===== config.mk =====
export PLATFORM = sky130hd
export DESIGN_NAME = f2i_convert
export DESIGN_NICKNAME = d
export VERILOG_FILES = /design/src/rtl/f2i_pkg.sv /design/src/rtl/f2i_unpack.sv /design/src/rtl/f2i_align.sv /design/src/rtl/f2i_round.sv /design/src/rtl/f2i_convert.sv
export SDC_FILE = /design/constraint.sdc
export NUM_CORES = 1
export LEC_CHECK = 0
export ABC_AREA = 1
export BUFFER_PORTS_ARGS = -buffer_cell sky130_fd_sc_hd__buf_2
export CORE_MARGIN = 2
export CORE_UTILIZATION = 45
export CTS_CLUSTER_DIAMETER = 100
export DETAILED_ROUTE_END_ITERATION = 10
export GPL_TIMING_DRIVEN = 0
export MAX_ROUTING_LAYER = met4
export PLACE_DENSITY_LB_ADDON = 0.2
export SKIP_CTS_REPAIR_TIMING = 1
export SLEW_MARGIN = 20
export SYNTH_ARGS = -nofsm -noshare
export SYNTH_HDL_FRONTEND = slang
export SYNTH_HIERARCHICAL = 1
export SYNTH_SLANG_ARGS = --single-unit

===== constraint.sdc =====
create_clock -name clk -period 10.1 [get_ports clk]
set_input_delay 1.01 -clock clk [delete_from_list [all_inputs] [get_ports clk]]
set_output_delay 1.01 -clock clk [all_outputs]
set_load 0.005 [all_outputs]

===== src/rtl/f2i_pkg.sv =====
`timescale 1ns/1ps
package f2i_pkg;
    localparam int EXP_W  = 8;
    localparam int MAN_W  = 23;
    localparam int INT_W  = 32;
    localparam int BIAS   = (1 << (EXP_W - 1)) - 1;
    localparam int EXP_LO = BIAS - 1;          // lowest exponent with integer path
    localparam int EXP_HI = BIAS + INT_W;      // first saturating exponent
    localparam int PAD_W  = INT_W - 2 - MAN_W; // zero bits below the fraction
    localparam int SH_W   = $clog2(INT_W + 1);

    typedef enum logic [1:0] {
        RM_NEAR = 2'd0,
        RM_UP   = 2'd1,
        RM_DOWN = 2'd2,
        RM_ZERO = 2'd3
    } rmode_t;

    typedef enum logic [2:0] {
        CL_ZERO,
        CL_TINY,
        CL_RANGE,
        CL_HUGE,
        CL_NAN
    } class_t;

    typedef enum logic [1:0] {
        ST_IDLE,
        ST_ALIGN,
        ST_ROUND,
        ST_DONE
    } state_t;

    typedef struct packed {
        logic             sign;
        logic [EXP_W-1:0] exp;
        logic [INT_W-1:0] sig;
        class_t           cls;
        logic             denorm;
    } fields_t;
endpackage


===== src/rtl/f2i_unpack.sv =====
`timescale 1ns/1ps
module f2i_unpack
    import f2i_pkg::*;
(
    input  logic [INT_W-1:0] word,
    output fields_t          fld
);
    logic [EXP_W-1:0] e;
    logic [MAN_W-1:0] frac;
    logic             e_max, e_min, f_nz;

    assign e     = word[INT_W-2 -: EXP_W];
    assign frac  = word[MAN_W-1:0];
    assign e_max = (e == {EXP_W{1'b1}});
    assign e_min = (e == '0);
    assign f_nz  = (frac != '0);

    always_comb begin
        fld.sign   = word[INT_W-1];
        fld.exp    = e;
        fld.sig    = {1'b0, ~e_min, frac, {PAD_W{1'b0}}};
        fld.denorm = e_min && f_nz;
        if (e_max && f_nz)
            fld.cls = CL_NAN;
        else if (int'(e) >= EXP_HI)
            fld.cls = CL_HUGE;
        else if (e_min && !f_nz)
            fld.cls = CL_ZERO;
        else if (int'(e) < EXP_LO)
            fld.cls = CL_TINY;
        else
            fld.cls = CL_RANGE;
    end
endmodule


===== src/rtl/f2i_align.sv =====
`timescale 1ns/1ps
module f2i_align
    import f2i_pkg::*;
(
    input  logic [EXP_W-1:0] exp,
    input  logic [INT_W-1:0] sig,
    output logic [INT_W-1:0] ipart,
    output logic [INT_W-1:0] rem
);
    logic [SH_W-1:0]    shamt;
    logic [2*INT_W-1:0] wide;

    always_comb begin
        if (int'(exp) < EXP_LO)
            shamt = SH_W'(INT_W);
        else if (int'(exp) > EXP_HI - 1)
            shamt = '0;
        else
            shamt = SH_W'((EXP_HI - 1) - int'(exp));
        wide  = {sig[INT_W-2:0], 1'b0, {INT_W{1'b0}}} >> shamt;
        ipart = wide[2*INT_W-1:INT_W];
        rem   = wide[INT_W-1:0];
    end
endmodule


===== src/rtl/f2i_round.sv =====
`timescale 1ns/1ps
module f2i_round
    import f2i_pkg::*;
(
    input  logic [INT_W-1:0] ipart,
    input  logic [INT_W-1:0] rem,
    input  logic             sign,
    input  rmode_t           rm,
    input  logic             is_signed,
    output logic [INT_W-1:0] value,
    output logic             invalid,
    output logic             inexact
);
    logic [INT_W-1:0] incr, bumped, mag, lim;
    logic [INT_W:0]   sum;
    logic             carry, at_top, wrap;

    always_comb begin
        unique case (rm)
            RM_NEAR: incr = ipart[0] ? {1'b1, {(INT_W-1){1'b0}}}
                                     : {1'b0, {(INT_W-1){1'b1}}};
            RM_UP:   incr = sign ? '0 : '1;
            RM_DOWN: incr = sign ? '1 : '0;
            RM_ZERO: incr = '0;
            default: incr = '0;
        endcase
        sum    = {1'b0, rem} + {1'b0, incr};
        carry  = sum[INT_W];
        at_top = (ipart == '1);
        wrap   = carry && at_top && !is_signed;
        bumped = ipart + INT_W'(carry && !at_top);
        lim    = sign ? {1'b1, {(INT_W-1){1'b0}}} : {1'b0, {(INT_W-1){1'b1}}};
        mag    = bumped;
        value  = '0;
        invalid = 1'b0;
        inexact = 1'b0;
        if (is_signed) begin
            if (bumped > lim) begin
                mag     = lim;
                invalid = 1'b1;
            end else begin
                inexact = (rem != '0);
            end
            value = sign ? (~mag + 1'b1) : mag;
        end else begin
            if (sign && bumped != '0) begin
                invalid = 1'b1;
            end else begin
                value   = bumped;
                invalid = wrap;
                inexact = (rem != '0) && !wrap;
            end
        end
    end
endmodule


===== src/rtl/f2i_convert.sv =====
`timescale 1ns/1ps
module f2i_convert
    import f2i_pkg::*;
(
    input  logic             clk,
    input  logic             rst_n,
    input  logic             start,
    input  logic [31:0]      operand,
    input  logic             signed_mode,
    input  logic [1:0]       rmode,
    input  logic             force_rz,
    output logic             busy,
    output logic             done,
    output logic [31:0]      result,
    output logic             flag_invalid,
    output logic             flag_inexact,
    output logic             flag_denorm
);
    state_t           state, state_nxt;
    logic [INT_W-1:0] op_q;
    logic             signed_q;
    rmode_t           rm_q;
    fields_t          fld;
    logic [INT_W-1:0] ipart_c, rem_c, ipart_q, rem_q;
    class_t           cls_q;
    logic             sign_q, den_q;
    logic [INT_W-1:0] rnd_val, nxt_res;
    logic             rnd_inv, rnd_inx, nxt_inv, nxt_inx;
    logic             accept;

    assign busy   = (state != ST_IDLE);
    assign done   = (state == ST_DONE);
    assign accept = start && (state == ST_IDLE);

    f2i_unpack u_unpack (.word(op_q), .fld(fld));

    f2i_align u_align (
        .exp   (fld.exp),
        .sig   (fld.sig),
        .ipart (ipart_c),
        .rem   (rem_c)
    );

    f2i_round u_round (
        .ipart     (ipart_q),
        .rem       (rem_q),
        .sign      (sign_q),
        .rm        (rm_q),
        .is_signed (signed_q),
        .value     (rnd_val),
        .invalid   (rnd_inv),
        .inexact   (rnd_inx)
    );

    // state register
    always_ff @(posedge clk or negedge rst_n) begin
        if (!rst_n) state <= ST_IDLE;
        else        state <= state_nxt;
    end

    always_comb begin
        state_nxt = state;
        unique case (state)
            ST_IDLE:  if (start) state_nxt = ST_ALIGN;
            ST_ALIGN: state_nxt = ST_ROUND;
            ST_ROUND: state_nxt = ST_DONE;
            ST_DONE:  state_nxt = ST_IDLE;
            default:  state_nxt = ST_IDLE;
        endcase
    end

    // operand capture and alignment registers
    always_ff @(posedge clk or negedge rst_n) begin
        if (!rst_n) begin
            op_q     <= '0;
            signed_q <= 1'b0;
            rm_q     <= RM_NEAR;
            ipart_q  <= '0;
            rem_q    <= '0;
            cls_q    <= CL_ZERO;
            sign_q   <= 1'b0;
            den_q    <= 1'b0;
        end else begin
            if (accept) begin
                op_q     <= operand;
                signed_q <= signed_mode;
                rm_q     <= force_rz ? RM_ZERO : rmode_t'(rmode);
            end
            if (state == ST_ALIGN) begin
                ipart_q <= ipart_c;
                rem_q   <= rem_c;
                cls_q   <= fld.cls;
                sign_q  <= fld.sign;
                den_q   <= fld.denorm;
            end
        end
    end

    // class resolution
    always_comb begin
        nxt_res = '0;
        nxt_inv = 1'b0;
        nxt_inx = 1'b0;
        unique case (cls_q)
            CL_NAN: begin
                nxt_res = signed_q ? '0 : '1;
                nxt_inv = 1'b1;
            end
            CL_HUGE: begin
                if (signed_q)
                    nxt_res = sign_q ? {1'b1, {(INT_W-1){1'b0}}}
                                     : {1'b0, {(INT_W-1){1'b1}}};
                else
                    nxt_res = sign_q ? '0 : '1;
                nxt_inv = 1'b1;
            end
            CL_ZERO: nxt_res = '0;
            CL_TINY: begin
                nxt_inx = 1'b1;
                if (rm_q == RM_UP && !sign_q)
                    nxt_res = INT_W'(1);
                else if (rm_q == RM_DOWN && sign_q) begin
                    if (signed_q) nxt_res = '1;
                    else          nxt_inv = 1'b1;
                end
            end
            CL_RANGE: begin
                nxt_res = rnd_val;
                nxt_inv = rnd_inv;
                nxt_inx = rnd_inx;
            end
            default: nxt_res = '0;
        endcase
    end

    // output registers
    always_ff @(posedge clk or negedge rst_n) begin
        if (!rst_n) begin
            result       <= '0;
            flag_invalid <= 1'b0;
            flag_inexact <= 1'b0;
            flag_denorm  <= 1'b0;
        end else if (state == ST_ROUND) begin
            result       <= nxt_res;
            flag_invalid <= nxt_inv;
            flag_inexact <= nxt_inx;
            flag_denorm  <= den_q;
        end
    end

    // checks
    logic op_nan, op_big;
    assign op_nan = (op_q[INT_W-2 -: EXP_W] == '1) && (op_q[MAN_W-1:0] != '0);
    assign op_big = int'(op_q[INT_W-2 -: EXP_W]) >= EXP_HI;

    a_r10_done_pulse: assert property (@(posedge clk) disable iff (!rst_n)
        done |=> !done);
    a_r10_latency: assert property (@(posedge clk) disable iff (!rst_n)
        (start && !busy) |=> ##2 done);
    a_r11_busy_ignore: assert property (@(posedge clk) disable iff (!rst_n)
        (start && busy) |=> $stable(op_q));
    a_r1_denorm: assert property (@(posedge clk) disable iff (!rst_n)
        done |-> (flag_denorm == ((op_q[INT_W-2 -: EXP_W] == '0) && (op_q[MAN_W-1:0] != '0))));
    a_r2_nan_unsigned: assert property (@(posedge clk) disable iff (!rst_n)
        (done && op_nan && !signed_q) |-> (result == '1 && flag_invalid));
    a_r3_huge_positive: assert property (@(posedge clk) disable iff (!rst_n)
        (done && op_big && !op_nan && !op_q[INT_W-1] && !signed_q) |-> (result == '1 && flag_invalid && !flag_inexact));
    a_r7_signed_clamp: assert property (@(posedge clk) disable iff (!rst_n)
        (done && signed_q && flag_invalid && !op_nan && !op_q[INT_W-1]) |-> (result == {1'b0, {(INT_W-1){1'b1}}}));
    a_r8_zero: assert property (@(posedge clk) disable iff (!rst_n)
        (done && op_q[INT_W-2:0] == '0) |-> (result == '0 && !flag_invalid && !flag_inexact));
endmodule


==> parameters.txt, run 1 <==
Parameter                              Value

Status
  Result of the run ... finished, final reports clean

Critical path
  Worst-path cell with the longest stage delay ... sky130_fd_sc_hd__dfrtp_2
  Required time of the worst setup path ... 10.48 ns
  CP peak stage delay ... 0.84 ns
  Arrival time at the worst endpoint ... 9.49 ns
  Startpoint Class ... flip-flop
  Top fanout value on the critical path ... 34
  Worst setup path category ... reg2reg
  Crit. End Element ... flip-flop
  Most numerous cell on the critical path ... sky130_fd_sc_hd__nand2_1

Placed design
  Count of buffers from port buffering ... 75
  Placer congestion estimate ... 0.981
  Detailed Place HPWL ... 40.7 mm
  # placed instances ... 2574

Final layout
  Share of the core filled with cells in the final layout ... 51.1%
  Final layout net count ... 2316
  Share of post-route cells with drive strength above 1 ... 15.8%
  Post-route insts no fill ... 2608
  Post-synthesis to final-layout area growth ... 11.0%

Logic synthesis
  Area of the mapped netlist ... 13700 um^2
  Average cell area after synthesis ... 6.52 um^2
  Total of warnings raised by yosys ... 6
  Post-synthesis cell count ... 2101

Routing
  Iter 0 DRT Violations ... 1390
  Vias per std cell ... 5.53
  Routed wire length per instance ... 19.1 um
  Final WL ... 49.7 mm
  Via count ... 14400
  Pre-antenna DRT Iters ... 6
  Detailed-routed wire length on met2 ... 20.1 mm
  Number of DRC violations after detailed routing ... 0
  Met1 wire length ... 24.7 mm
  Max Used Layer ... met4
  Wire length on met3 ... 3.91 mm
  Remaining antenna violation count ... 0

Clocking
  Clock Pin Slew Worst Setup and Hold Paths ... 0.06 ns
  Clock sink count ... 141
  Buffer levels on the longest clock path ... 2
  Clock latency on the worst-skew pair ... 0.45 ns
  CTS buffer count ... 17
  Root buffer cell ... sky130_fd_sc_hd__clkbuf_16
  TritonCTS clock tree ... built
  CTS HTree Levels ... 4

Timing
  Slew at the pin with the worst max-slew slack ... 0.840 ns
  Upper clock frequency limit ... 110 MHz
  TNS Setup ... 0 ns
  Unrepaired setup endpoints after global routing ... no
  Count of pins over their slew limit ... 0
  Post-layout minimum cycle time ... 9.11 ns
  Slew headroom ... 43.4%
  Period Utilization, post-route ... 90.2%
  Worst-case clock skew ... 0.0133 ns
  Worst Hold Margin ... 0.473 ns
  Final setup viols ... 0
  Hold Vio Cnt, Final ... 0

Pwr
  Power per cell area ... 396 nW/um^2
  Peak supply drop ... 201 uV
  Power Internal ... 2.56 mW
  Leakage power ... 8.46 nW
  Switching power share of the total ... 57.6%
  Clock share of power ... 9.9%
  Sum of internal, switching and leakage power ... 6.03 mW
  Sequential share of power ... 17.0%
  Sw power ... 3.47 mW
  Share of total power in combinational logic ... 73.1%

Floorplan
  Chip Width ... 179 um
  Area enclosed by the die boundary ... 31900 um^2
  Die Span Y ... 179 um
  Initial Util ... 46.0%
  Core Area ... 29800 um^2
  Rows ... 63
  Num ports ... 76

Global routing
  Via count of the first global-routing pass ... 13600
  Gr ovfl total ... 0
  Antenna violations before repair ... 2
  Largest net degree at the start of global routing ... 78
  First-pass GRT wire length ... 77.7 mm
  Total global-route track usage ... 33.1%

Run
  Max-cap violations ... 0

Worst hold path
  Tightest Hold Check Type ... reg2reg
[placed cells by master, fill, tap and decap left out, types with 7 or more instances in the layout]
cell and instances:
sky130_fd_sc_hd__inv_2 9, sky130_fd_sc_hd__ha_1 74, sky130_fd_sc_hd__nand4_1 35, sky130_fd_sc_hd__nor4_1 15
sky130_fd_sc_hd__nand3b_1 9, sky130_fd_sc_hd__dfrtp_1 140, sky130_fd_sc_hd__o21ai_2 11, sky130_fd_sc_hd__buf_2 116
sky130_fd_sc_hd__o21ai_1 10, sky130_fd_sc_hd__buf_4 47, sky130_fd_sc_hd__nor2_1 135, sky130_fd_sc_hd__xor2_1 20
sky130_fd_sc_hd__buf_1 16, sky130_fd_sc_hd__o21ai_0 37, sky130_fd_sc_hd__clkbuf_1 22, sky130_fd_sc_hd__clkbuf_16 17
sky130_fd_sc_hd__nand2_1 718, sky130_fd_sc_hd__conb_1 7, sky130_fd_sc_hd__nor3_1 20, sky130_fd_sc_hd__buf_6 9
sky130_fd_sc_hd__nor2_2 8, sky130_fd_sc_hd__nand2_2 17, sky130_fd_sc_hd__nand3_1 381, sky130_fd_sc_hd__nor2_4 8
sky130_fd_sc_hd__mux2_2 64, sky130_fd_sc_hd__a21oi_1 40, sky130_fd_sc_hd__inv_1 157
[path summary, 6_finish.rpt]
path | startpoint | endpoint | slack, ns | cells after the start
setup / recovery | sign_q$_DFFE_PN0N_ | result[24]$_DFFE_PN0P_ | 0.99 | 45
hold / removal | result[28]$_DFFE_PN0P_ | result[28]$_DFFE_PN0P_ | 0.47 | 2
setup reg to reg | sign_q$_DFFE_PN0N_ | result[24]$_DFFE_PN0P_ | 0.99 | 45
hold reg to reg | result[28]$_DFFE_PN0P_ | result[28]$_DFFE_PN0P_ | 0.47 | 2
max in group asynchronous | rst_n | sign_q$_DFFE_PN0N_ | 8.78 | 2
min in group asynchronous | rst_n | rem_q[12]$_DFFE_PN0N_ | 0.51 | 1
[flip-flops by register name, summed over array words and instances (netlist names)]
register / flops
flag_inexact: 1
state: 2
flag_denorm: 1
cls_q: 3
rem_q: 32
flag_invalid: 1
rm_q: 2
sign_q: 1
ipart_q: 32
signed_q: 1
result: 32
op_q: 32
den_q: 1
[power by group through the flow]
stage | clock network, mW | logic (mW) | registers [mW]
2_1_floorplan | 0 | 2.98 | 0.961
3_3_place_gp | 0 | 4.21 | 1.02
3_5_place_dp | 0 | 4.27 | 1.03
4_1_cts | 0.610 | 4.30 | 1.03
5_1_grt | 0.633 | 4.88 | 1.06
6_report | 0.599 | 4.40 | 1.02
[metrics by stage]
step,setup WS (ns),area (um^2)
finish,0.991,15200
global route,0.281,15200
floorplan,2.52,13700
CTS,1.29,15200
global placement,-0.872,14600
detailed placement,1.35,14700
[final cells by class]
type	instances	area [um^2]
Fill cell	3168	14600
Multi-Input combinational cell	1663	8770
Timing Repair Buffer	77	433
Sequential cell	141	3530
Clock inverter	13	108
Buffer	136	818
Inverter	167	628
Clock buffer	19	443
Antenna cell	2	5.00
Tap cell	390	488
[metal layers]
metal	track usage (%)	vias up
li1	-	7064
met1	48.2	6772
met2	45.8	527
met3	7.01	69
met4	9.28	0
met5	-	-
[worst max-delay path: cells and delay by family, from the launching register on]
kind	cells	cell delay (ns)
buffers and inverters	7	1.43
DFF	1	0.84
and+or+nand+nor	28	4.13
adders and majority gates	4	0.98
xor gates and xnor gates	1	0.24
AOI/OAI and AO/OA	5	1.41
Power figures use the tool's default switching activity.
==> inputs of run 2 (changes only) <==
Settings changed: PLACE_DENSITY set to 0.63, PLACE_DENSITY_LB_ADDON 0.2 to unset.
==> run 2 against run 1 <==
Core utilization about the same; sequential cell count unchanged; total power about the same; non-clock buffer count unchanged; wire length down 1.4%; global-route usage decreased by 0.68 points; critical path depth is 1 lower; first-iteration DRC count grew 7.1%; clock-buffer cell count stayed put; critical endpoint unchanged; largest cell class unchanged; highest routed layer unchanged.
==> parameters.txt, run 2 (synthesis gave the netlist of run 1 again) <==
Parameter                              Value

Critical path
  Top fanout value on the critical path ... 34
  Terminus of the critical flop-to-flop path ... result[24]$_DFFE_PN0P_
  Worst-path cell with the longest stage delay ... sky130_fd_sc_hd__dfrtp_2
  Minimum setup slack among reg-to-reg paths ... 1.02 ns
  Source of the worst register-to-register timing path ... sign_q$_DFFE_PN0N_
  Startpoint Class ... flip-flop
  CP peak stage delay ... 0.84 ns
  Worst setup path category ... reg2reg
  Crit. End Element ... flip-flop
  Logic depth of the worst register-to-register path ... 44
  Most numerous cell on the critical path ... sky130_fd_sc_hd__nand2_1
  Required time of the worst setup path ... 10.44 ns
  Arrival time at the worst endpoint ... 9.42 ns

Final layout
  Final layout net count ... 2316
  Commonest cells after routing, fill and taps aside ... 718 x sky130_fd_sc_hd__nand2_1, 381 x sky130_fd_sc_hd__nand3_1, 157 x sky130_fd_sc_hd__inv_1, 140 x sky130_fd_sc_hd__dfrtp_1, 135 x sky130_fd_sc_hd__nor2_1
  Leading cell type in the layout, fill and taps excluded ... sky130_fd_sc_hd__nand2_1
  Post-synthesis to final-layout area growth ... 11.1%
  Share of post-route cells with drive strength above 1 ... 15.8%

Worst hold path
  Hold Crit Endpoint ... result[28]$_DFFE_PN0P_
  Critical hold path startpoint ... result[28]$_DFFE_PN0P_
  Tightest Hold Check Type ... reg2reg
  Count of cells along the worst hold path ... 2

Pwr
  Power per cell area ... 396 nW/um^2
  Peak supply drop ... 190 uV
  Leakage power ... 8.46 nW

Timing
  Final setup viols ... 0
  Period Utilization, post-route ... 89.9%
  Slew at the pin with the worst max-slew slack ... 0.819 ns
  Hold Vio Cnt, Final ... 0
  Worst Hold Margin ... 0.471 ns
  Slew headroom ... 44.9%
  Upper clock frequency limit ... 110 MHz
  TNS Setup ... 0 ns
  Worst-case clock skew ... 0.0100 ns
  Unrepaired setup endpoints after global routing ... no
  Post-layout minimum cycle time ... 9.08 ns
  Count of pins over their slew limit ... 0

Global routing
  Gr ovfl total ... 0
  Total global-route track usage ... 32.4%
  First-pass GRT wire length ... 76.0 mm
  Antenna violations before repair ... 2
  Largest net degree at the start of global routing ... 84
  Via count of the first global-routing pass ... 13400

Routing
  Number of DRC violations after detailed routing ... 0
  Iter 0 DRT Violations ... 1488
  Routed wire length per instance ... 18.8 um
  Remaining antenna violation count ... 0
  Final WL ... 49.1 mm
  Pre-antenna DRT Iters ... 6
  Via count ... 14400
  Vias per std cell ... 5.53

Floorplan
  Die Span Y ... 179 um
  Core Area ... 29800 um^2
  Initial Util ... 46.0%
  Num ports ... 76
  Chip Width ... 179 um
  Rows ... 63
  Area enclosed by the die boundary ... 31900 um^2

Status
  Result of the run ... finished, final reports clean

Clocking
  CTS buffer count ... 17
  CTS HTree Levels ... 4
  Clock sink count ... 141
  TritonCTS clock tree ... built
  Clock Pin Slew Worst Setup and Hold Paths ... 0.06 ns
  Root buffer cell ... sky130_fd_sc_hd__clkbuf_16
  Clock latency on the worst-skew pair ... 0.45 ns
  Buffer levels on the longest clock path ... 2

Run
  Max-cap violations ... 0

Placed design
  Detailed Place HPWL ... 39.7 mm
  Count of buffers from port buffering ... 75
  Placer congestion estimate ... 1.02
-- run 2: power by group --
part	switching (mW)	total [mW]	internal (mW)
clock network	0.269	0.614	0.345
registers	0.241	1.03	0.786
logic	2.95	4.39	1.44
total	3.46	6.03	2.57
-- run 2: worst max path at each step --
stage               cells past startpoint                from                endpoint  slack (ns)
detailed placement                     48  sign_q$_DFFE_PN0N_  result[24]$_DFFE_PN0P_        1.30
global placement                       47  sign_q$_DFFE_PN0N_  result[24]$_DFFE_PN0P_       -0.86
floorplan                              48  sign_q$_DFFE_PN0N_  result[10]$_DFFE_PN0P_        2.52
CTS                                    44  sign_q$_DFFE_PN0N_  result[24]$_DFFE_PN0P_        1.24
global route                           47  sign_q$_DFFE_PN0N_  result[24]$_DFFE_PN0P_        0.45
finish                                 44  sign_q$_DFFE_PN0N_  result[24]$_DFFE_PN0P_        1.02
-- run 2: critical path: cells and delay by family (launching register included) --
kind                       cells  cell delay, ns
and+or+nand+nor               30            4.84
adders and majority gates      4            0.96
buffers and inverters          7            1.41
DFF                            1            0.84
AOI/OAI and AO/OA              2            0.67
xor gates and xnor gates       1            0.22
-- run 2: through the flow --
stage / setup slack, ns / instance area, um^2 / power, mW / instances / utilization (%)
after global routing: 0.454 / 15200 / 6.55 / 2608 / 51.1
final: 1.02 / 15200 / 6.03 / 2608 / 51.1
after global placement: -0.862 / 14600 / 5.23 / 2572 / 49.0
after detailed placement: 1.30 / 14700 / 5.29 / 2574 / 49.2
after CTS: 1.24 / 15200 / 5.94 / 2606 / 51.1
after floorplan: 2.52 / 13700 / 3.94 / 2107 / -
-- run 2: layer usage --
| layer | track usage, % | part of all wire (%) | vias to the layer above |
|---|---|---|---|
| li1 | - | - | 7058 |
| met1 | 47.5 | 50 | 6757 |
| met2 | 46.1 | 41 | 554 |
| met3 | 5.29 | 7.4 | 66 |
| met4 | 8.50 | 1.8 | 0 |
| met5 | - | 0 | - |
-- run 2: cell type report --
type	count	area [um^2]
inverter	167	628
clock buffer	19	443
timing repair buffer	77	433
antenna	2	5.00
clock inverter	13	118
sequential	141	3530
fill	3169	14600
buffer	136	818
tap	390	488
multi-input combinational	1663	8770
==> inputs of run 3 (changes only) <==
Settings changed: CELL_PAD_IN_SITES_DETAIL_PLACEMENT set to 1, CELL_PAD_IN_SITES_GLOBAL_PLACEMENT set to 1, PLACE_DENSITY 0.63 to 0.83.
==> run 3 against run 2 <==
Hold slack better by 0.0051 ns; fmax is 4.2% lower; core utilization hardly changed; sequential share of layout area barely moved; largest cell class unchanged; critical path type unchanged; highest routed layer unchanged; sequential cell count did not move.
==> parameters.txt, run 3 (synthesis gave the netlist of run 1 again) <==
Parameter                              Value

Timing
  Upper clock frequency limit ... 105 MHz
  Slew at the pin with the worst max-slew slack ... 0.900 ns
  Count of pins over their slew limit ... 0
  Period Utilization, post-route ... 93.9%
  Unrepaired setup endpoints after global routing ... no
  Final setup viols ... 0
  Post-layout minimum cycle time ... 9.48 ns
  Worst-case clock skew ... 0.00926 ns
  Slew headroom ... 39.4%
  Hold Vio Cnt, Final ... 0
  TNS Setup ... 0 ns

Floorplan
  Chip Width ... 179 um
  Core Area ... 29800 um^2
  Die Span Y ... 179 um
  Area enclosed by the die boundary ... 31900 um^2
  Rows ... 63
  Num ports ... 76
  Initial Util ... 46.0%

Clocking
  Clock Pin Slew Worst Setup and Hold Paths ... 0.06 ns
  Clock sink count ... 141
  Clock latency on the worst-skew pair ... 0.45 ns
  TritonCTS clock tree ... built
  Buffer levels on the longest clock path ... 2
  CTS HTree Levels ... 4
  Root buffer cell ... sky130_fd_sc_hd__clkbuf_16
  CTS buffer count ... 17

Final layout
  Share of post-route cells with drive strength above 1 ... 15.8%
  Area used by multi-input combinational logic ... 8770 um^2
  Final layout net count ... 2316
  Post-synthesis to final-layout area growth ... 11.1%
  FILL cells ... 4074
  Final design area excluding fillers ... 15200 um^2
  Commonest cells after routing, fill and taps aside ... 718 x sky130_fd_sc_hd__nand2_1, 381 x sky130_fd_sc_hd__nand3_1, 157 x sky130_fd_sc_hd__inv_1, 140 x sky130_fd_sc_hd__dfrtp_1, 135 x sky130_fd_sc_hd__nor2_1
  FF/Latch Area ... 3530 um^2
  Share of the core filled with cells in the final layout ... 51.1%
  Leading cell type in the layout, fill and taps excluded ... sky130_fd_sc_hd__nand2_1

Critical path
  Startpoint Class ... flip-flop
  CP peak stage delay ... 0.86 ns
  Most numerous cell on the critical path ... sky130_fd_sc_hd__nand2_1
  Arrival time at the worst endpoint ... 9.87 ns
  Worst setup path category ... reg2reg
  Buffers plus inverters on the worst setup path ... 10
  Family with the most delay on the worst path ... simple AND/OR/NAND/NOR gates
  Top fanout value on the critical path ... 34
  Required time of the worst setup path ... 10.49 ns
  Crit. End Element ... flip-flop
  Worst-path cell with the longest stage delay ... sky130_fd_sc_hd__dfrtp_2

Routing
  Number of DRC violations after detailed routing ... 0
  Via count ... 14900
  Final WL ... 56.1 mm
  Wire length on met3 ... 3.55 mm
  Met1 wire length ... 25.0 mm
  Iter 0 DRT Violations ... 1269
  Remaining antenna violation count ... 0
  Routed wire length per instance ... 21.5 um
  Vias per std cell ... 5.72
  Pre-antenna DRT Iters ... 7
  Detailed-routed wire length on met2 ... 26.0 mm
  Max Used Layer ... met4

Global routing
  First-pass GRT wire length ... 85.7 mm
  Gr ovfl total ... 0
  Via count of the first global-routing pass ... 14900
  Largest net degree at the start of global routing ... 81
  Total global-route track usage ... 36.5%
  Antenna violations before repair ... 2

Placed design
  Detailed Place HPWL ... 45.0 mm
  Instance area after placement ... 14700 um^2
  Count of buffers from port buffering ... 75
  Placer congestion estimate ... 1.01

Worst hold path
  Tightest Hold Check Type ... in2async

Pwr
  Power per cell area ... 411 nW/um^2
  Leakage power ... 8.47 nW
  Peak supply drop ... 197 uV

Run
  Max-cap violations ... 0

Status
  Result of the run ... finished, final reports clean
-- run 3: layout make-up --
cell class              count  area share [%]
multi-input cells        1663            57.6
flip-flops and latches    141            23.2
plain buffers             136            5.38
inverters                 167            4.13
well taps                 390            3.21
repair buffers             77            2.89
clock buffers              18            2.82
clock inverters            14           0.781
diodes                      2          0.0329
-- run 3: report_power, final --
group	internal (mW)	leakage [nW]	switching, mW
clock	0.338	0.270	0.281
sequential	0.785	1.83	0.252
combinational	1.47	6.37	3.14
total	2.59	8.47	3.67
-- run 3: through the flow --
step                hold WS [ns]  instances  setup WS [ns]  power [mW]
detailed placement         0.464       2574          0.952        5.47
finish                     0.477       2608          0.620        6.26
global route               0.501       2608          0.103        6.72
global placement           0.459       2572         -0.986        5.25
floorplan                  0.450       2107           2.52        3.94
CTS                        0.481       2606          0.868        6.15
-- run 3: worst paths after layout --
| check | cells past startpoint | startpoint | endpoint | slack, ns |
|---|---|---|---|---|
| hold / removal | 1 | rst_n | rem_q[12]$_DFFE_PN0N_ | 0.48 |
| setup / recovery | 53 | sign_q$_DFFE_PN0N_ | result[30]$_DFFE_PN0P_ | 0.62 |
| min in group clk | 2 | result[28]$_DFFE_PN0P_ | result[28]$_DFFE_PN0P_ | 0.48 |
| setup reg to reg | 53 | sign_q$_DFFE_PN0N_ | result[30]$_DFFE_PN0P_ | 0.62 |
| hold reg to reg | 2 | result[28]$_DFFE_PN0P_ | result[28]$_DFFE_PN0P_ | 0.48 |
| max in group asynchronous | 2 | rst_n | sign_q$_DFFE_PN0N_ | 8.77 |
-- run 3: routing by layer --
metal,up-vias,GRT usage (%)
met2,434,57.8
met5,-,-
met3,83,6.42
met1,7362,47.4
met4,0,11.4
li1,7051,-
-- run 3: worst register-to-register path: cells and delay by family, from the launching register on --
family | cells | cell delay, ns
XOR/XNOR | 1 | 0.31
flip-flops | 1 | 0.86
adder cells (fa/ha/maj) | 4 | 1.00
AO/OA/AOI/OAI | 4 | 0.94
buffers and inverters | 10 | 1.86
AND/OR/NAND/NOR | 34 | 4.47
